==> src/rtl/xfr_pkg.sv <==
// Package for the translation fault reporting unit.
// Holds the register select encoding, the bank indices and the
// function that packs a fault status code into the result word.
// Assumes a fault status code at least 13 bits wide.
package xfr_pkg;

    typedef enum logic [1:0] {
        SEL_RESULT = 2'd0,
        SEL_STATUS = 2'd1,
        SEL_ADDR   = 2'd2,
        SEL_NONE   = 2'd3
    } xfr_sel_e;

    localparam int NUM_BANKS = 2;
    localparam int BANK_NS   = 0;
    localparam int BANK_S    = 1;
    localparam int RES_W     = 7;

    // Packs status bits 12, 10, 3..0 above an abort flag in bit 0.
    function automatic logic [RES_W-1:0] pack_result(input logic [12:0] fs);
        return {fs[12], fs[10], fs[3:0], 1'b1};
    endfunction

endpackage

==> src/rtl/xfr_route_dec.sv <==
// Failure routing decoder.
// Decides, for one failure event, which bank's result word or fault
// registers are written, and whether an abort and a monitor trap are raised.
// Assumes fail_vld is a single-cycle strobe. Purely combinational.
module xfr_route_dec
    import xfr_pkg::*;
(
    input  logic                 fail_vld,
    input  logic                 fail_ext,
    input  logic                 fail_secure,
    input  logic                 ext_route,
    output logic [NUM_BANKS-1:0] upd_res,
    output logic [NUM_BANKS-1:0] upd_flt,
    output logic                 raise_abort,
    output logic                 raise_trap
);

    // Chooses the destination of a failure from its kind and the routing bit.
    always_comb begin
        upd_res     = '0;
        upd_flt     = '0;
        raise_abort = 1'b0;
        raise_trap  = 1'b0;
        if (fail_vld) begin
            if (fail_ext) begin
                raise_abort = 1'b1;
                if (ext_route) begin
                    upd_flt[BANK_S] = 1'b1;
                    raise_trap      = 1'b1;
                end else begin
                    upd_flt[fail_secure] = 1'b1;
                end
            end else begin
                upd_res[fail_secure] = 1'b1;
            end
        end
    end

endmodule

==> src/rtl/xfr_access.sv <==
// Register access qualifier.
// Splits an access into a bank write enable, a read enable and an
// undefined indication, based on privilege and the current security state.
// Assumes acc_vld is a single-cycle strobe. Purely combinational.
module xfr_access
    import xfr_pkg::*;
(
    input  logic                 acc_vld,
    input  logic                 acc_wr,
    input  logic                 acc_priv,
    input  logic                 cur_secure,
    output logic [NUM_BANKS-1:0] sw_we,
    output logic                 rd_en,
    output logic                 undef_set
);

    // Rejects unprivileged accesses and steers writes to the current bank.
    always_comb begin
        sw_we     = '0;
        undef_set = acc_vld && !acc_priv;
        rd_en     = acc_vld && acc_priv && !acc_wr;
        if (acc_vld && acc_priv && acc_wr) begin
            sw_we[cur_secure] = 1'b1;
        end
    end

endmodule

==> src/rtl/xfr_bank.sv <==
// One security bank of the fault reporting unit.
// Holds the packed result word, the fault status and the fault address.
// A hardware update has priority over a software write to the same register.
// Assumes FS_W <= DATA_W and ADDR_W <= DATA_W.
module xfr_bank
    import xfr_pkg::*;
#(
    parameter int ADDR_W = 32,
    parameter int DATA_W = 32,
    parameter int FS_W   = 13
) (
    input  logic              clk,
    input  logic              rst_n,
    input  logic              res_set,
    input  logic [RES_W-1:0]  res_val,
    input  logic              flt_set,
    input  logic [FS_W-1:0]   fs_val,
    input  logic [ADDR_W-1:0] addr_val,
    input  logic              sw_we,
    input  xfr_sel_e          sw_sel,
    input  logic [DATA_W-1:0] sw_wdata,
    output logic [RES_W-1:0]  res_q,
    output logic [FS_W-1:0]   fs_q,
    output logic [ADDR_W-1:0] addr_q
);

    // Result word: a failure first, otherwise a software write.
    always_ff @(posedge clk) begin
        if (!rst_n) begin
            res_q <= '0;
        end else if (res_set) begin
            res_q <= res_val;
        end else if (sw_we && sw_sel == SEL_RESULT) begin
            res_q <= sw_wdata[RES_W-1:0];
        end
    end

    // Fault status and address: an external abort first, otherwise software.
    always_ff @(posedge clk) begin
        if (!rst_n) begin
            fs_q   <= '0;
            addr_q <= '0;
        end else if (flt_set) begin
            fs_q   <= fs_val;
            addr_q <= addr_val;
        end else if (sw_we) begin
            if (sw_sel == SEL_STATUS) fs_q   <= sw_wdata[FS_W-1:0];
            if (sw_sel == SEL_ADDR)   addr_q <= sw_wdata[ADDR_W-1:0];
        end
    end

    a_r2_abort_flag_set: assert property (@(posedge clk) disable iff (!rst_n)
        res_set |=> res_q[0]);

    a_r10_hw_addr_wins: assert property (@(posedge clk) disable iff (!rst_n)
        flt_set |=> addr_q == $past(addr_val));

endmodule

==> src/rtl/xlat_fault_bank.sv <==
// Banked translation fault reporting unit (top).
// Routes failure events into the secure or non-secure bank, raises the
// abort, trap and undefined pulses one cycle later, and serves privileged
// register reads with one cycle of latency.
// Assumes single-cycle strobes on fail_vld and acc_vld.
module xlat_fault_bank
    import xfr_pkg::*;
#(
    parameter int ADDR_W = 32,
    parameter int DATA_W = 32,
    parameter int FS_W   = 13
) (
    input  logic              clk,
    input  logic              rst_n,
    input  logic              fail_vld,
    input  logic [FS_W-1:0]   fail_code,
    input  logic [ADDR_W-1:0] fail_addr,
    input  logic              fail_ext,
    input  logic              fail_secure,
    input  logic              ext_route,
    input  logic              acc_vld,
    input  logic              acc_wr,
    input  logic              acc_priv,
    input  logic              cur_secure,
    input  logic [1:0]        acc_sel,
    input  logic [DATA_W-1:0] acc_wdata,
    output logic [DATA_W-1:0] rd_data,
    output logic              abort_pulse,
    output logic              mon_trap,
    output logic              undef_pulse
);

    localparam int CODE_W = 13;

    logic [NUM_BANKS-1:0] upd_res;
    logic [NUM_BANKS-1:0] upd_flt;
    logic [NUM_BANKS-1:0] sw_we;
    logic                 raise_abort;
    logic                 raise_trap;
    logic                 rd_en;
    logic                 undef_set;
    logic [RES_W-1:0]     res_val;
    logic [DATA_W-1:0]    rd_mux;
    xfr_sel_e             sel;

    logic [RES_W-1:0]  res_q  [NUM_BANKS];
    logic [FS_W-1:0]   fs_q   [NUM_BANKS];
    logic [ADDR_W-1:0] addr_q [NUM_BANKS];

    assign sel     = xfr_sel_e'(acc_sel);
    assign res_val = pack_result(fail_code[CODE_W-1:0]);

    xfr_route_dec u_dec (
        .fail_vld    (fail_vld),
        .fail_ext    (fail_ext),
        .fail_secure (fail_secure),
        .ext_route   (ext_route),
        .upd_res     (upd_res),
        .upd_flt     (upd_flt),
        .raise_abort (raise_abort),
        .raise_trap  (raise_trap)
    );

    xfr_access u_acc (
        .acc_vld    (acc_vld),
        .acc_wr     (acc_wr),
        .acc_priv   (acc_priv),
        .cur_secure (cur_secure),
        .sw_we      (sw_we),
        .rd_en      (rd_en),
        .undef_set  (undef_set)
    );

    for (genvar b = 0; b < NUM_BANKS; b++) begin : g_bank
        xfr_bank #(
            .ADDR_W (ADDR_W),
            .DATA_W (DATA_W),
            .FS_W   (FS_W)
        ) u_bank (
            .clk      (clk),
            .rst_n    (rst_n),
            .res_set  (upd_res[b]),
            .res_val  (res_val),
            .flt_set  (upd_flt[b]),
            .fs_val   (fail_code),
            .addr_val (fail_addr),
            .sw_we    (sw_we[b]),
            .sw_sel   (sel),
            .sw_wdata (acc_wdata),
            .res_q    (res_q[b]),
            .fs_q     (fs_q[b]),
            .addr_q   (addr_q[b])
        );
    end

    // Selects the current bank's register and zero-extends it.
    always_comb begin
        rd_mux = '0;
        case (sel)
            SEL_RESULT: rd_mux = DATA_W'(res_q[cur_secure]);
            SEL_STATUS: rd_mux = DATA_W'(fs_q[cur_secure]);
            SEL_ADDR:   rd_mux = DATA_W'(addr_q[cur_secure]);
            default:    rd_mux = '0;
        endcase
    end

    // Registers the read data; it holds when there is no privileged read.
    always_ff @(posedge clk) begin
        if (!rst_n) begin
            rd_data <= '0;
        end else if (rd_en) begin
            rd_data <= rd_mux;
        end
    end

    // Turns the decoded events into single-cycle output pulses.
    always_ff @(posedge clk) begin
        if (!rst_n) begin
            abort_pulse <= 1'b0;
            mon_trap    <= 1'b0;
            undef_pulse <= 1'b0;
        end else begin
            abort_pulse <= raise_abort;
            mon_trap    <= raise_trap;
            undef_pulse <= undef_set;
        end
    end

    a_r4_abort_has_cause: assert property (@(posedge clk) disable iff (!rst_n)
        abort_pulse |-> $past(fail_vld && fail_ext));

    a_r5_trap_with_abort: assert property (@(posedge clk) disable iff (!rst_n)
        mon_trap |-> abort_pulse);

    a_r9_undef_has_cause: assert property (@(posedge clk) disable iff (!rst_n)
        undef_pulse |-> $past(acc_vld && !acc_priv));

    a_r4_result_kept: assert property (@(posedge clk) disable iff (!rst_n)
        (fail_vld && fail_ext && !(acc_vld && acc_wr))
        |=> ($stable(res_q[0]) && $stable(res_q[1])));

    a_r3_status_kept: assert property (@(posedge clk) disable iff (!rst_n)
        (fail_vld && !fail_ext && !(acc_vld && acc_wr))
        |=> ($stable(fs_q[0]) && $stable(fs_q[1])
             && $stable(addr_q[0]) && $stable(addr_q[1])));

    a_r9_user_no_change: assert property (@(posedge clk) disable iff (!rst_n)
        (acc_vld && !acc_priv && !fail_vld)
        |=> ($stable(res_q[0]) && $stable(res_q[1]) && $stable(fs_q[0])
             && $stable(fs_q[1]) && $stable(addr_q[0]) && $stable(addr_q[1])
             && $stable(rd_data)));

    a_r8_one_bank_written: assert property (@(posedge clk) disable iff (!rst_n)
        $onehot0(sw_we));

endmodule

==> config.mk <==
export PLATFORM = sky130hd
export DESIGN_NAME = xlat_fault_bank
export DESIGN_NICKNAME = d
export VERILOG_FILES = /design/src/rtl/xfr_pkg.sv /design/src/rtl/xfr_route_dec.sv /design/src/rtl/xfr_access.sv /design/src/rtl/xfr_bank.sv /design/src/rtl/xlat_fault_bank.sv
export SDC_FILE = /design/constraint.sdc
export NUM_CORES = 1
export LEC_CHECK = 0
export ABC_AREA = 1
export BUFFER_PORTS_ARGS = -buffer_cell sky130_fd_sc_hd__buf_2
export CORE_MARGIN = 2
export CORE_UTILIZATION = 55
export CTS_CLUSTER_DIAMETER = 80
export DETAILED_ROUTE_END_ITERATION = 7
export PLACE_DENSITY = 0.78
export SYNTH_ARGS = -nofsm -noshare
export SYNTH_HDL_FRONTEND = slang
export SYNTH_SLANG_ARGS = --single-unit
==> constraint.sdc <==
create_clock -name clk -period 1.7 [get_ports clk]
set_input_delay 0.34 -clock clk [delete_from_list [all_inputs] [get_ports clk]]
set_output_delay 0.34 -clock clk [all_outputs]
set_load 0.01 [all_outputs]
==> results by group <==
Run status
  • Status: completed

Clock tree
  • CTS Sinks: 139
  • H-tree depth: 4
  • TritonCTS clock tree: yes
  • Clk root buf: clkbuf_16
  • TritonCTS Buffers: 17
  • Post-CTS Setup Inserts: 0
  • CTS max path bufs: 2
  • Worst skew pair latency: 0.43 ns
  • Cts repair resizes: 0
  • Clock Pin Slew Worst Setup and Hold Paths: 0.06 ns
  • Cts hold-fix bufs: 0

Timing
  • Final Hold Fails: 0
  • FMAX: 0.740 GHz
  • Worst-Margin Slew: 0.617 ns
  • Hold Slack: 0.106 ns
  • RSZ-0062 raised after global routing: no
  • Max-slew headroom: slightly below 60%
  • Endpoints failing setup: 0
  • Max Clock Skew: 0.00412 ns
  • Final slew viol count: 0
  • Crit path time final: 1.35 ns
  • Final period util: 79.5%

Drt
  • WL met1: between 8 and 9 mm
  • Post-Route WL: 20.5 mm
  • Remaining DRCs: 0
  • Post-route ant nets: 0
  • Met2 routed WL: between 9 and 10 mm
  • Top Layer Used: met4
  • DRT iter0 DRCs: 824
  • Via density: 5.34
  • Drt pass-1 iters: 5
  • Routed vias: 7564
  • Drt wl/cell: about 14 µm
  • DR WL met3: 1.28 mm

Synthesis
  • Post-Syn Instances: 1127
  • Register area share after synthesis: 39.6%
  • Total nets after synthesis: about 1200
  • Post-synth EDFFs: 0
  • Syn Area/Cell: slightly above 6 µm²
  • Ys async rst share: 0%
  • Ys Warns: 0
  • Flops & latches, synth: 139
  • Top FF cell, synth: dfxtp_1
  • Synth unique cells: 24
  • Area contributors post-synth: dfxtp_1, nand2_1, nor2_1, o21ai_0, nand3_1
  • Dominant cell type by area after synthesis: dfxtp_1
  • Share of the synthesized area in the top cell type: 39.6%
  • Post-Synthesis Cell Area: 7020 µm²

Floorplanning
  • Core footprint: 12600 µm²
  • IO Pins: 124
  • Starting density of the core: 55.9%
  • Die height: 117 µm
  • Die area: 13700 µm²
  • Floorplan row count: slightly above 40
  • Chip Width: 117 µm

Final layout
  • Fill cells: ~1200
  • Multi-input logic area: 3590 µm²
  • Final nets: 1321
  • Flip-flop and latch area: 2780 µm²
  • Ant diodes: 0
  • Most common cell after layout, fill and taps aside: nand2_1
  • Most frequent cells in the layout: nand2_1, dfxtp_1, nor2_1
  • P&R area growth vs syn: 20.4%
  • Layout cells sized above 1: between 15 and 20%
  • Utilization after layout: 67.3%
  • Non-Filler Instances: ~1400

GRT
  • First-pass GRT wire length: 33.1 mm
  • Vias in the first global route: 6970
  • Antenna violations before repair: 0
  • Largest net degree at the start of global routing: 65
  • Total GRT Usage: 31.0%
  • Gr ovfl total: 0

Worst setup path
  • Worst-path fanout max: 19
  • Startpoint types: primary input
  • Critical path type: primary input to flop
  • Crit path DAT: 1.66 ns
  • Critical Path End Type: flop
  • Worst path required time: 2.01 ns

Power
  • P per Cell Area: 982 nW/µm²
  • Tot Pwr: between 8 and 9 mW
  • P_leak: around 4.1 nW
  • VDD IR-drop max: 0.750 mV

Placement
  • Placer Congestion: 0.910
  • Port-buffer cells: between 100 and 150
  • Detailed placement HPWL: 13.8 mm
  • Inst Count DP: 1385

Run
  • Max-Cap Viols: 0

Hold path
  • Hold Path Class: primary input to flop
==> power breakdown <==
part | leakage [nW] | internal [mW] | total [mW] | switching, mW
combinational | 2.69 | 0.355 | 0.989 | 0.635
clock | 0.307 | 2.49 | 3.86 | 1.37
sequential | 1.13 | 3.39 | 3.45 | 0.0621
total | 4.13 | 6.24 | 8.31 | 2.07
==> state kept, by name, summed over array words and instances (netlist names) <==
| register | count |
|---|---|
| abort_pulse | 1 |
| g_bank.u_bank.fs_q | 26 |
| g_bank.u_bank.addr_q | 64 |
| undef_pulse | 1 |
| g_bank.u_bank.res_q | 14 |
| rd_data | 32 |
| mon_trap | 1 |
==> metrics by stage <==
step	instance area, µm²	setup slack, ns	TNS (ns)
2_1_floorplan	7020	0.390	0
3_3_place_gp	7840	-0.00945	-0.0189
3_5_place_dp	7840	-0.0734	-0.812
4_1_cts	8460	0.374	0
5_1_grt	8460	0.213	0
6_report	8460	0.348	0
==> cell usage after synthesis (3+ instances only) <==
library cell / count
nand2_1: 414
dfxtp_1: 139
nor2_1: 131
o21ai_0: 92
nand3_1: 82
a21oi_1: 79
inv_1: 70
buf_2: 32
clkbuf_1: 26
o21ai_1: 25
buf_4: 7
nand2_2: 5
inv_2: 4
buf_1: 3
buf_6: 3
==> worst paths after layout <==
path / from / to / slack (ns) / depth (start not counted)
worst max register to register: g_bank[1].u_bank.res_q[6] / rd_data[6] / 0.69 / 6
worst min register to register: rd_data[14] / rd_data[14] / 0.46 / 2
worst min-delay path: acc_priv / undef_pulse / 0.11 / 2
worst max-delay path: fail_ext / g_bank[0].u_bank.addr_q[8] / 0.35 / 9
==> routing by layer <==
layer	track usage, %	up-vias
li1	-	3764
met2	51.4	305
met5	0	-
met4	15.8	0
met1	39.0	3421
met3	5.51	74
==> critical path: stages <==
cell and delay, ns:
buf_2 0.12, nand2_2 0.15, inv_2 0.06, nand2_4 0.08, clkinv_1 0.50, nand2_1 0.22
nand2_1 0.07, nand2_1 0.06, a21oi_1 0.05
==> final cells by class <==
cell class | instances | area share, %
flip-flops and latches | 139 | 32.9
inverters | 78 | 3.52
clock inverters | 7 | 1.30
clock buffers | 25 | 5.98
multi-input cells | 839 | 42.4
well taps | 172 | 2.54
repair buffers | 157 | 11.3
==> cells by family (layout without fill, tap and decap cells) <==
kind of cell	count (synthesis)	in the layout	share of synthesized area, %
AO/OA/AOI/OAI	198	198	14.2
AND/OR/NAND/NOR	641	641	36.9
flip-flops	139	139	39.6
buffers and inverters	149	267	9.30
(Power assumes the default switching activity.)
